[src/rtl/can_stat_irq_pkg.sv]
package can_stat_irq_pkg;
   localparam logic [2:0] LEC_NONE   = 3'd0;
   localparam logic [2:0] LEC_UNUSED = 3'd7;
   localparam logic [7:0] CTRL_WMASK = 8'h8F;
   localparam logic [7:0] CTRL_RESET = 8'h01;
   localparam int CB_INIT = 0;
   localparam int CB_IE   = 1;
   localparam int CB_SIE  = 2;
   localparam int CB_EIE  = 3;
   localparam int CB_TEST = 7;

   typedef struct packed {
      logic       bus_off;
      logic       warn;
      logic       passive;
      logic       rxok;
      logic       txok;
      logic [2:0] lec;
   } stat_t;
endpackage

[src/rtl/can_si_ctrl.sv]
module can_si_ctrl
   import can_stat_irq_pkg::*;
(
   input  logic       clk,
   input  logic       rst_n,
   input  logic       wr_en,
   input  logic [7:0] wdata,
   output logic [7:0] ctrl_q,
   output logic       ie,
   output logic       sie,
   output logic       eie
);
   always_ff @(posedge clk) begin
      if (!rst_n)     ctrl_q <= CTRL_RESET;
      else if (wr_en) ctrl_q <= wdata & CTRL_WMASK;
   end

   assign ie  = ctrl_q[CB_IE];
   assign sie = ctrl_q[CB_SIE];
   assign eie = ctrl_q[CB_EIE];

   AST_RSV_ZERO: assert property (@(posedge clk) disable iff (!rst_n)
      wr_en |=> (ctrl_q[6:4] == 3'b000));
endmodule

[src/rtl/can_si_status.sv]
module can_si_status
   import can_stat_irq_pkg::*;
(
   input  logic       clk,
   input  logic       rst_n,
   input  logic       wr_en,
   input  logic [4:0] wdata,
   input  logic       rd_stb,
   input  logic       sie,
   input  logic       eie,
   input  logic       ev_txok,
   input  logic       ev_rxok,
   input  logic       ev_lec_vld,
   input  logic [2:0] ev_lec,
   input  logic [2:0] st_in,
   output stat_t      stat_q,
   output logic       pend_q
);
   logic [2:0] st_old;
   logic       lec_fresh;
   logic       st_change;
   logic       pend_set;

   assign st_old    = {stat_q.bus_off, stat_q.warn, stat_q.passive};
   assign lec_fresh = ev_lec_vld && (stat_q.lec == LEC_UNUSED) && (ev_lec != LEC_UNUSED);
   assign st_change = (st_in != st_old);
   assign pend_set  = (sie && (ev_rxok || ev_txok || lec_fresh)) || (eie && st_change);

   always_ff @(posedge clk) begin
      if (!rst_n) begin
         stat_q <= '0;
         pend_q <= 1'b0;
      end else begin
         {stat_q.bus_off, stat_q.warn, stat_q.passive} <= st_in;
         stat_q.rxok <= (stat_q.rxok && !(wr_en && !wdata[4])) || ev_rxok;
         stat_q.txok <= (stat_q.txok && !(wr_en && !wdata[3])) || ev_txok;
         if (ev_lec_vld)  stat_q.lec <= ev_lec;
         else if (wr_en)  stat_q.lec <= wdata[2:0];
         pend_q <= pend_set || (pend_q && !rd_stb);
      end
   end

   AST_RXOK_SETS: assert property (@(posedge clk) disable iff (!rst_n)
      ev_rxok |=> stat_q.rxok);
   AST_LEC_LOADS: assert property (@(posedge clk) disable iff (!rst_n)
      ev_lec_vld |=> (stat_q.lec == $past(ev_lec)));
   AST_NO_CAUSE: assert property (@(posedge clk) disable iff (!rst_n)
      (!sie && !eie) |=> !$rose(pend_q));
endmodule

[src/rtl/can_si_obj_prio.sv]
module can_si_obj_prio #(
   parameter int NUM_OBJ   = 32,
   parameter int ID_W      = 16,
   parameter bit LOW_FIRST = 1'b1
) (
   input  logic              clk,
   input  logic              rst_n,
   input  logic [NUM_OBJ-1:0] pend,
   output logic [ID_W-1:0]    obj_id
);
   generate
      if (LOW_FIRST) begin : g_low
         always_comb begin
            obj_id = '0;
            for (int i = NUM_OBJ - 1; i >= 0; i--)
               if (pend[i]) obj_id = ID_W'(i + 1);
         end
      end else begin : g_high
         always_comb begin
            obj_id = '0;
            for (int i = 0; i < NUM_OBJ; i++)
               if (pend[i]) obj_id = ID_W'(i + 1);
         end
      end
   endgenerate

   AST_ID_PENDING: assert property (@(posedge clk) disable iff (!rst_n)
      (obj_id != '0) |-> pend[obj_id - 1'b1]);
   AST_ID_NONE: assert property (@(posedge clk) disable iff (!rst_n)
      (obj_id == '0) |-> (pend == '0));
endmodule

[src/rtl/can_stat_irq.sv]
module can_stat_irq
   import can_stat_irq_pkg::*;
#(
   parameter int NUM_OBJ   = 32,
   parameter int ID_W      = 16,
   parameter int TEC_W     = 8,
   parameter int REC_W     = 7,
   parameter bit LOW_FIRST = 1'b1
) (
   input  logic                     clk,
   input  logic                     rst_n,
   input  logic                     cpu_wr,
   input  logic                     cpu_sel_stat,
   input  logic [7:0]               cpu_wdata,
   input  logic                     cpu_stat_rd,
   input  logic                     ev_txok,
   input  logic                     ev_rxok,
   input  logic                     ev_lec_vld,
   input  logic [2:0]               ev_lec,
   input  logic                     st_bus_off,
   input  logic                     st_warn,
   input  logic                     st_passive,
   input  logic [TEC_W-1:0]         tec_in,
   input  logic [REC_W-1:0]         rec_in,
   input  logic                     rec_passive_in,
   input  logic [NUM_OBJ-1:0]       obj_pend,
   output logic [7:0]               ctrl_q,
   output logic [7:0]               stat_q,
   output logic [TEC_W+REC_W:0]     errcnt_q,
   output logic [ID_W-1:0]          int_id,
   output logic                     irq
);
   localparam int ERR_W = TEC_W + REC_W + 1;
   localparam logic [ID_W-1:0] STAT_CODE = {1'b1, {(ID_W-1){1'b0}}};

   generate
      if (NUM_OBJ < 1 || NUM_OBJ >= (1 << (ID_W - 1))) begin : g_bad_obj
         $error("NUM_OBJ must fit below the status code");
      end
      if (ID_W < 2) begin : g_bad_idw
         $error("ID_W too small");
      end
   endgenerate

   logic       ie, sie, eie;
   logic       pend_q;
   stat_t      stat_s;
   logic [ID_W-1:0] obj_id;

   can_si_ctrl u_ctrl (
      .clk(clk), .rst_n(rst_n),
      .wr_en(cpu_wr && !cpu_sel_stat), .wdata(cpu_wdata),
      .ctrl_q(ctrl_q), .ie(ie), .sie(sie), .eie(eie)
   );

   can_si_status u_stat (
      .clk(clk), .rst_n(rst_n),
      .wr_en(cpu_wr && cpu_sel_stat), .wdata(cpu_wdata[4:0]),
      .rd_stb(cpu_stat_rd), .sie(sie), .eie(eie),
      .ev_txok(ev_txok), .ev_rxok(ev_rxok),
      .ev_lec_vld(ev_lec_vld), .ev_lec(ev_lec),
      .st_in({st_bus_off, st_warn, st_passive}),
      .stat_q(stat_s), .pend_q(pend_q)
   );

   can_si_obj_prio #(.NUM_OBJ(NUM_OBJ), .ID_W(ID_W), .LOW_FIRST(LOW_FIRST)) u_prio (
      .clk(clk), .rst_n(rst_n), .pend(obj_pend), .obj_id(obj_id)
   );

   always_ff @(posedge clk) begin
      if (!rst_n) errcnt_q <= '0;
      else        errcnt_q <= {rec_passive_in, rec_in, tec_in};
   end

   assign stat_q = stat_s;
   assign int_id = pend_q ? STAT_CODE : obj_id;
   assign irq    = ie && (pend_q || (obj_pend != '0));

   AST_STATUS_FIRST: assert property (@(posedge clk) disable iff (!rst_n)
      pend_q |-> (int_id == STAT_CODE));
   AST_IRQ_GATED: assert property (@(posedge clk) disable iff (!rst_n)
      !ctrl_q[CB_IE] |-> !irq);
   AST_ERRCNT_WIDTH: assert property (@(posedge clk) disable iff (!rst_n)
      1'b1 |=> (errcnt_q[ERR_W-1] == $past(rec_passive_in)));
endmodule

[config.mk]
export PLATFORM = sky130hd
export DESIGN_NAME = can_stat_irq
export DESIGN_NICKNAME = d
export VERILOG_FILES = /design/src/rtl/can_stat_irq_pkg.sv /design/src/rtl/can_si_ctrl.sv /design/src/rtl/can_si_status.sv /design/src/rtl/can_si_obj_prio.sv /design/src/rtl/can_stat_irq.sv
export SDC_FILE = /design/constraint.sdc
export NUM_CORES = 1
export LEC_CHECK = 0
export ABC_AREA = 1
export BUFFER_PORTS_ARGS = -buffer_cell sky130_fd_sc_hd__buf_2
export CELL_PAD_IN_SITES_DETAIL_PLACEMENT = 2
export CELL_PAD_IN_SITES_GLOBAL_PLACEMENT = 2
export CORE_MARGIN = 4
export CORE_UTILIZATION = 21
export CTS_BUF_LIST = sky130_fd_sc_hd__clkbuf_8
export CTS_CLUSTER_SIZE = 40
export DETAILED_ROUTE_END_ITERATION = 16
export GPL_TIMING_DRIVEN = 1
export PLACE_DENSITY = 0.95
export SYNTH_ARGS = -nofsm -noshare
export SYNTH_HDL_FRONTEND = slang
export SYNTH_SLANG_ARGS = --single-unit
[constraint.sdc]
create_clock -name clk -period 2.6 [get_ports clk]
set_clock_uncertainty 0.15 [all_clocks]
set_input_delay 0.26 -clock clk [delete_from_list [all_inputs] [get_ports clk]]
set_output_delay 0.26 -clock clk [all_outputs]
set_load 0.01 [all_outputs]
==> results.cfg, run 1 <==
[sta]
rsz0062_at_grt = true
fmax_mhz = 404
finalWorstSetupSlack_ps = 123
hold_ws_ps = 10.4
final-setup-viol-count = 0
fin_crit_sh_pct = 95.3
min_period_ps = 2480
finalSetupTns_ps = 0
slew_viol_final = 0
finalHoldViolCount = 0

[route]
wl_um = 5940
antenna_left = 0
via_per_inst = 4.11
drt_first_pass_iters = 6
drtIter0Drc = 12
via_count = 1910
wl_per_cell_um = 12.8
drc_errors = 0

[final_layout]
final_cells = 465
num_antenna_cells = 0
layout_commonest_cell = buf_2
synthToLayoutAreaGrowth_pct = 39.7
nFillCells = 980
drive_gt1_share_pct = 33.6
final_cell_mix = buf_2 (103), nand2_1 (67), inv_1 (62)
postLayoutCoreUtil_pct = 30.1
finalInstanceArea_um2 = 2320
nets = 432

[place]
dp.cells = 457
dp_hpwl_um = 5130
gp_congestion = 0.783
dpl_cell_area_um2 = 2220
pre_cts_ws_ps = 35.9
portBuffers = 104

[clock_network]
cts.htree.levels = 2
cts_tree = yes
clk_latency_ps = 280
clk_pin_slew_ps = 70
numClockSinks = 30
postCtsHoldBufs = 0
cts_root_buf = clkbuf_8
clock_path_buffers = 2
cts-buffers-inserted = 5

[grt]
grt_pass1_vias = 2238
track_usage_pct = 12.9
overflow = 0
antenna_found_initial = 0
grt_max_degree = 30
grt_pass1_wl_um = 10100

[floorplan]
die_area_um2 = 9410
row_count = 32
fp.dieW_um = 97.0
start_util_pct = 21.5
ios = 119
core_region_area_um2 = 7730
die_h_um = 97.0

[logic_synthesis]
synth_top_family_by_area = buffers and inverters
synthXorXnorAreaFrac_pct = 1.58
syn_inst = 260
synth_compound_area_share_pct = 11.3
synth_cell_type_count = 24
synthTopCellsByArea = dfxtp_1 (36%), nand2_1 (16%), inv_1 (14%)
synthAdderAreaFrac_pct = 0
muxShareOfSynthArea_pct = 0
synth_area_per_cell_um2 = 6.40
synthSimpleGateAreaFrac_pct = 24.7
netlist.area_leader.share_pct = 36.1
syn_area_um2 = 1660
ys_seq_area_share_pct = 36.1
yosysTopAreaCell = dfxtp_1
ys_ff_latch = 30
yosys_warnings = 0

[setup_path]
slowest_stage = buf_2
crit_arrival_ps = 2070
required_ps = 2190
path_class = in2out
slowest_delay_ps = 130
critPathCaptureType = output port
cp_max_fo = 2
cp_common_cell = nand2_1
startpoint_type = input pin

[worst_hold_path]
hold_class = in2reg

[outcome]
status = finished, final reports clean

[power_and_ir_drop]
report.power.total_mw = 1.13
ir_drop_mv = 0.445
leakagePower_nw = 1.48
p_per_area_nw_per_um2 = 487

[run]
max-cap-violations = 0
synth_stat cells, drive strengths merged:
library cell / instances
nand2: 69
inv: 66
dfxtp: 30
nor2: 24
buf: 16
a21oi: 15
o21ai: 12
nand3: 5
clkbuf: 4
bufinv: 3
xor2: 3
nand4: 2
nor3: 2
o31ai: 2
a2111oi: 1
a311oi: 1
a41oi: 1
conb: 1
nor3b: 1
nor4: 1
o211ai: 1
timing repair:
item                       CTS  global route
setup buffers                0             0
setup endpoints to repair    0             1
gates resized for setup      0             4
critical path: cells and delay by family:
| family | cells | cell delay, ps |
|---|---|---|
| buffers and inverters | 3 | 260 |
| AND/OR/NAND/NOR | 29 | 1420 |
| AO/OA/AOI/OAI | 1 | 110 |
final cells by class:
type,instances,area [um^2],share of cell area (%)
multi-input combinational,152,674,29.0
tap,102,128,5.49
clock buffer,6,82.6,3.55
clock inverter,2,12.5,0.538
inverter,69,300,12.9
sequential,30,601,25.8
timing repair buffer,104,527,22.7
metal layers:
| layer | track usage, % | routed length [um] | share of wire [%] | vias up |
|---|---|---|---|---|
| met4 | 3.56 | 64 | 1.1 | 0 |
| met3 | 6.06 | 610 | 10 | 6 |
| li1 | - | - | - | 938 |
| met5 | 0 | 0 | 0 | - |
| met1 | 12.0 | 2060 | 35 | 893 |
| met2 | 24.8 | 3210 | 54 | 73 |
final timing paths:
kind / start / to / slack, ps / depth (start not counted)
worst max register to register: u_stat.stat_q[5] / u_stat.pend_q / 1430 / 5
worst min-delay path: rec_in[3] / errcnt_q[11] / 10 / 3
worst max-delay path: obj_pend[29] / int_id[0] / 120 / 33
worst min register to register: u_stat.stat_q[4] / u_stat.stat_q[4] / 330 / 2
flip-flops by register name, summed over array words and instances, names as in the netlist:
| register | count |
|---|---|
| u_ctrl.ctrl_q | 5 |
| u_stat.stat_q | 8 |
| errcnt_q | 16 |
| u_stat.pend_q | 1 |
logic make-up (layout without fill, tap and decap cells):
kind of cell / Yosys count / after routing
compound gates: 33 / 33
xor+xnor: 3 / 3
buf+inv: 89 / 181
flops: 30 / 30
other cells: 1 / 12
simple gates: 104 / 104
where the power goes:
part           internal (mW)  switching (mW)
sequential             0.488          0.0130
combinational          0.102           0.133
clock                  0.212           0.182
total                  0.803           0.329
Note: power is estimated with default switching activity, not from simulation.
==> run 2: changes to the inputs <==
Settings changed: CORE_UTILIZATION 21 to 19, CTS_CLUSTER_SIZE 40 to unset, GPL_ROUTABILITY_DRIVEN set to 0, PLACE_DENSITY 0.95 to 0.88.
Clock period 2.6 ns to 2.8 ns, I/O delays scaled along.
==> run 2 against run 1 <==
  * Register-to-register slack improved by 220 ps
  * Non-clock buffer count did not move
  * Cell count rose by 0.22%
  * Sequential share of layout area rose by 0.20 points
  * Global-route usage fell by 1.3 points
  * Sequential power fell by 7.0%
  * Combinational power fell by 8.5%
  * Setup slack improved by 160 ps
  * Sequential cell count did not move
  * Critical path depth did not move
  * Clock power fell by 13%
  * Wire length fell by 1.2%
==> results.cfg, run 2 (synthesis gave the netlist of run 1 again) <==
[setup_path]
rr_worst_depth = 5
worst_r2r_endpoint = u_stat.pend_q
required_ps = 2370
path_class = in2out
cp_common_cell = nand2_1
worstReg2RegStart = u_stat.stat_q[5]
critPathCaptureType = output port
r2r_slack_ps = 1650
startpoint_type = input pin
crit_arrival_ps = 2090
crit_path_start = obj_pend[29]
cp_max_fo = 2
crit_path_end = int_id[0]
slowest_stage = buf_2
slowest_delay_ps = 140

[floorplan]
fp.dieW_um = 102
row_count = 33
start_util_pct = 19.9
die_h_um = 102
core_region_area_um2 = 8380
die_area_um2 = 10300
ios = 119

[run]
max-cap-violations = 0

[clock_network]
postCtsHoldBufs = 0
cts_tree = yes
numClockSinks = 30
clk_latency_ps = 280
cts.htree.levels = 2
cts-buffers-inserted = 5
clk_pin_slew_ps = 60
clock_path_buffers = 2
cts_root_buf = clkbuf_8

[power_and_ir_drop]
p_clk_share_pct = 33.4
p_switching_mw = 0.289
switching_share_pct = 28.1
comb_power_share_pct = 21.1
ir_drop_mv = 0.309
p_int_mw = 0.737
leakagePower_nw = 1.48
report.power.total_mw = 1.03
p_per_area_nw_per_um2 = 444
seqPwrFrac_pct = 45.5

[place]
dp_hpwl_um = 5160
dp.cells = 460
dpl_cell_area_um2 = 2220
portBuffers = 104

[grt]
grt_pass1_vias = 2083
track_usage_pct = 11.6
grt_max_degree = 30
overflow = 0
grt_pass1_wl_um = 9500
antenna_found_initial = 0

[sta]
min_period_ps = 2520
fmax_mhz = 397
rsz0062_at_grt = true
finalHoldViolCount = 0
final-setup-viol-count = 0
finalSetupTns_ps = 0
fin_crit_sh_pct = 89.9
slew_viol_final = 0

[route]
antenna_left = 0
via_count = 1879
wl_per_cell_um = 12.6
drc_errors = 0
drtIter0Drc = 12
wl_um = 5870
via_per_inst = 4.03
drt_first_pass_iters = 3

[worst_hold_path]
hold_class = in2reg

[final_layout]
drive_gt1_share_pct = 32.7
final_cells = 466
largest_reg_flops = 16
final_cell_mix = buf_2 (104), nand2_1 (68), inv_1 (63)
finalInstanceArea_um2 = 2310
synthToLayoutAreaGrowth_pct = 38.6
regMostFlops = errcnt_q
largestRegisters = errcnt_q x16, u_stat.stat_q x8, u_ctrl.ctrl_q x5
layout_commonest_cell = buf_2
nets = 432
nFillCells = 1054
num_antenna_cells = 0

[outcome]
status = finished, final reports clean
run 2: cell count changes in the layout (fill, tap and decap cells not counted), sizes merged:
cell      before  now
clkinvlp       1    0
clkinv         1    0
run 2: cell type report:
class | instances | area, um^2 | share of cell area, %
Inverter | 69 | 300 | 13.0
Clock buffer | 6 | 82.6 | 3.58
Sequential cell | 30 | 601 | 26.0
Multi-Input combinational cell | 152 | 672 | 29.1
Tap cell | 105 | 131 | 5.69
Timing Repair Buffer | 104 | 520 | 22.6
run 2: worst min path at each step:
stage	cells past startpoint	to	slack [ps]	startpoint
3_5_place_dp	3	errcnt_q[3]	320	tec_in[3]
6_report	3	errcnt_q[3]	30	tec_in[3]
4_1_cts	3	errcnt_q[3]	10	tec_in[3]
3_3_place_gp	2	u_ctrl.ctrl_q[0]	300	u_ctrl.ctrl_q[0]
5_1_grt	3	errcnt_q[3]	30	tec_in[3]
2_1_floorplan	2	u_stat.stat_q[5]	220	st_passive
run 2: critical path: cells and delay by family:
kind	cells	cell delay, ps
simple gates	29	1430
buf+inv	3	280
compound gates	1	100
run 2: what timing repair did:
item | in CTS | in global routing
setup endpoints to repair | 0 | 1
buffers inserted | 0 | 0
resized for setup | 0 | 1
run 2: through the flow:
step                      setup slack (ps)  hold WS, ps  utilization, %
after floorplan                        685          223               -
after global placement                 281          304            26.5
after detailed placement               219          322            26.5
after CTS                              211         15.0            27.5
after global routing                  -159         25.6            27.5
final                                  283         26.3            27.5
run 2: per-layer routing:
| layer | vias to the layer above | track usage [%] | wire length, um |
|---|---|---|---|
| met5 | - | 0 | 0 |
| met2 | 77 | 21.5 | 2980 |
| met4 | 0 | 5.21 | 128 |
| met3 | 10 | 4.27 | 640 |
| met1 | 851 | 11.4 | 2120 |
| li1 | 941 | - | - |
run 2: power groups by stage:
stage	Clock, mW	Combinational [mW]	Sequential (mW)
final	0.343	0.216	0.466
after detailed placement	0	0.220	0.476
after CTS	0.361	0.222	0.467
after floorplan	0	0.115	0.485
after global routing	0.376	0.249	0.469
after global placement	0	0.210	0.474
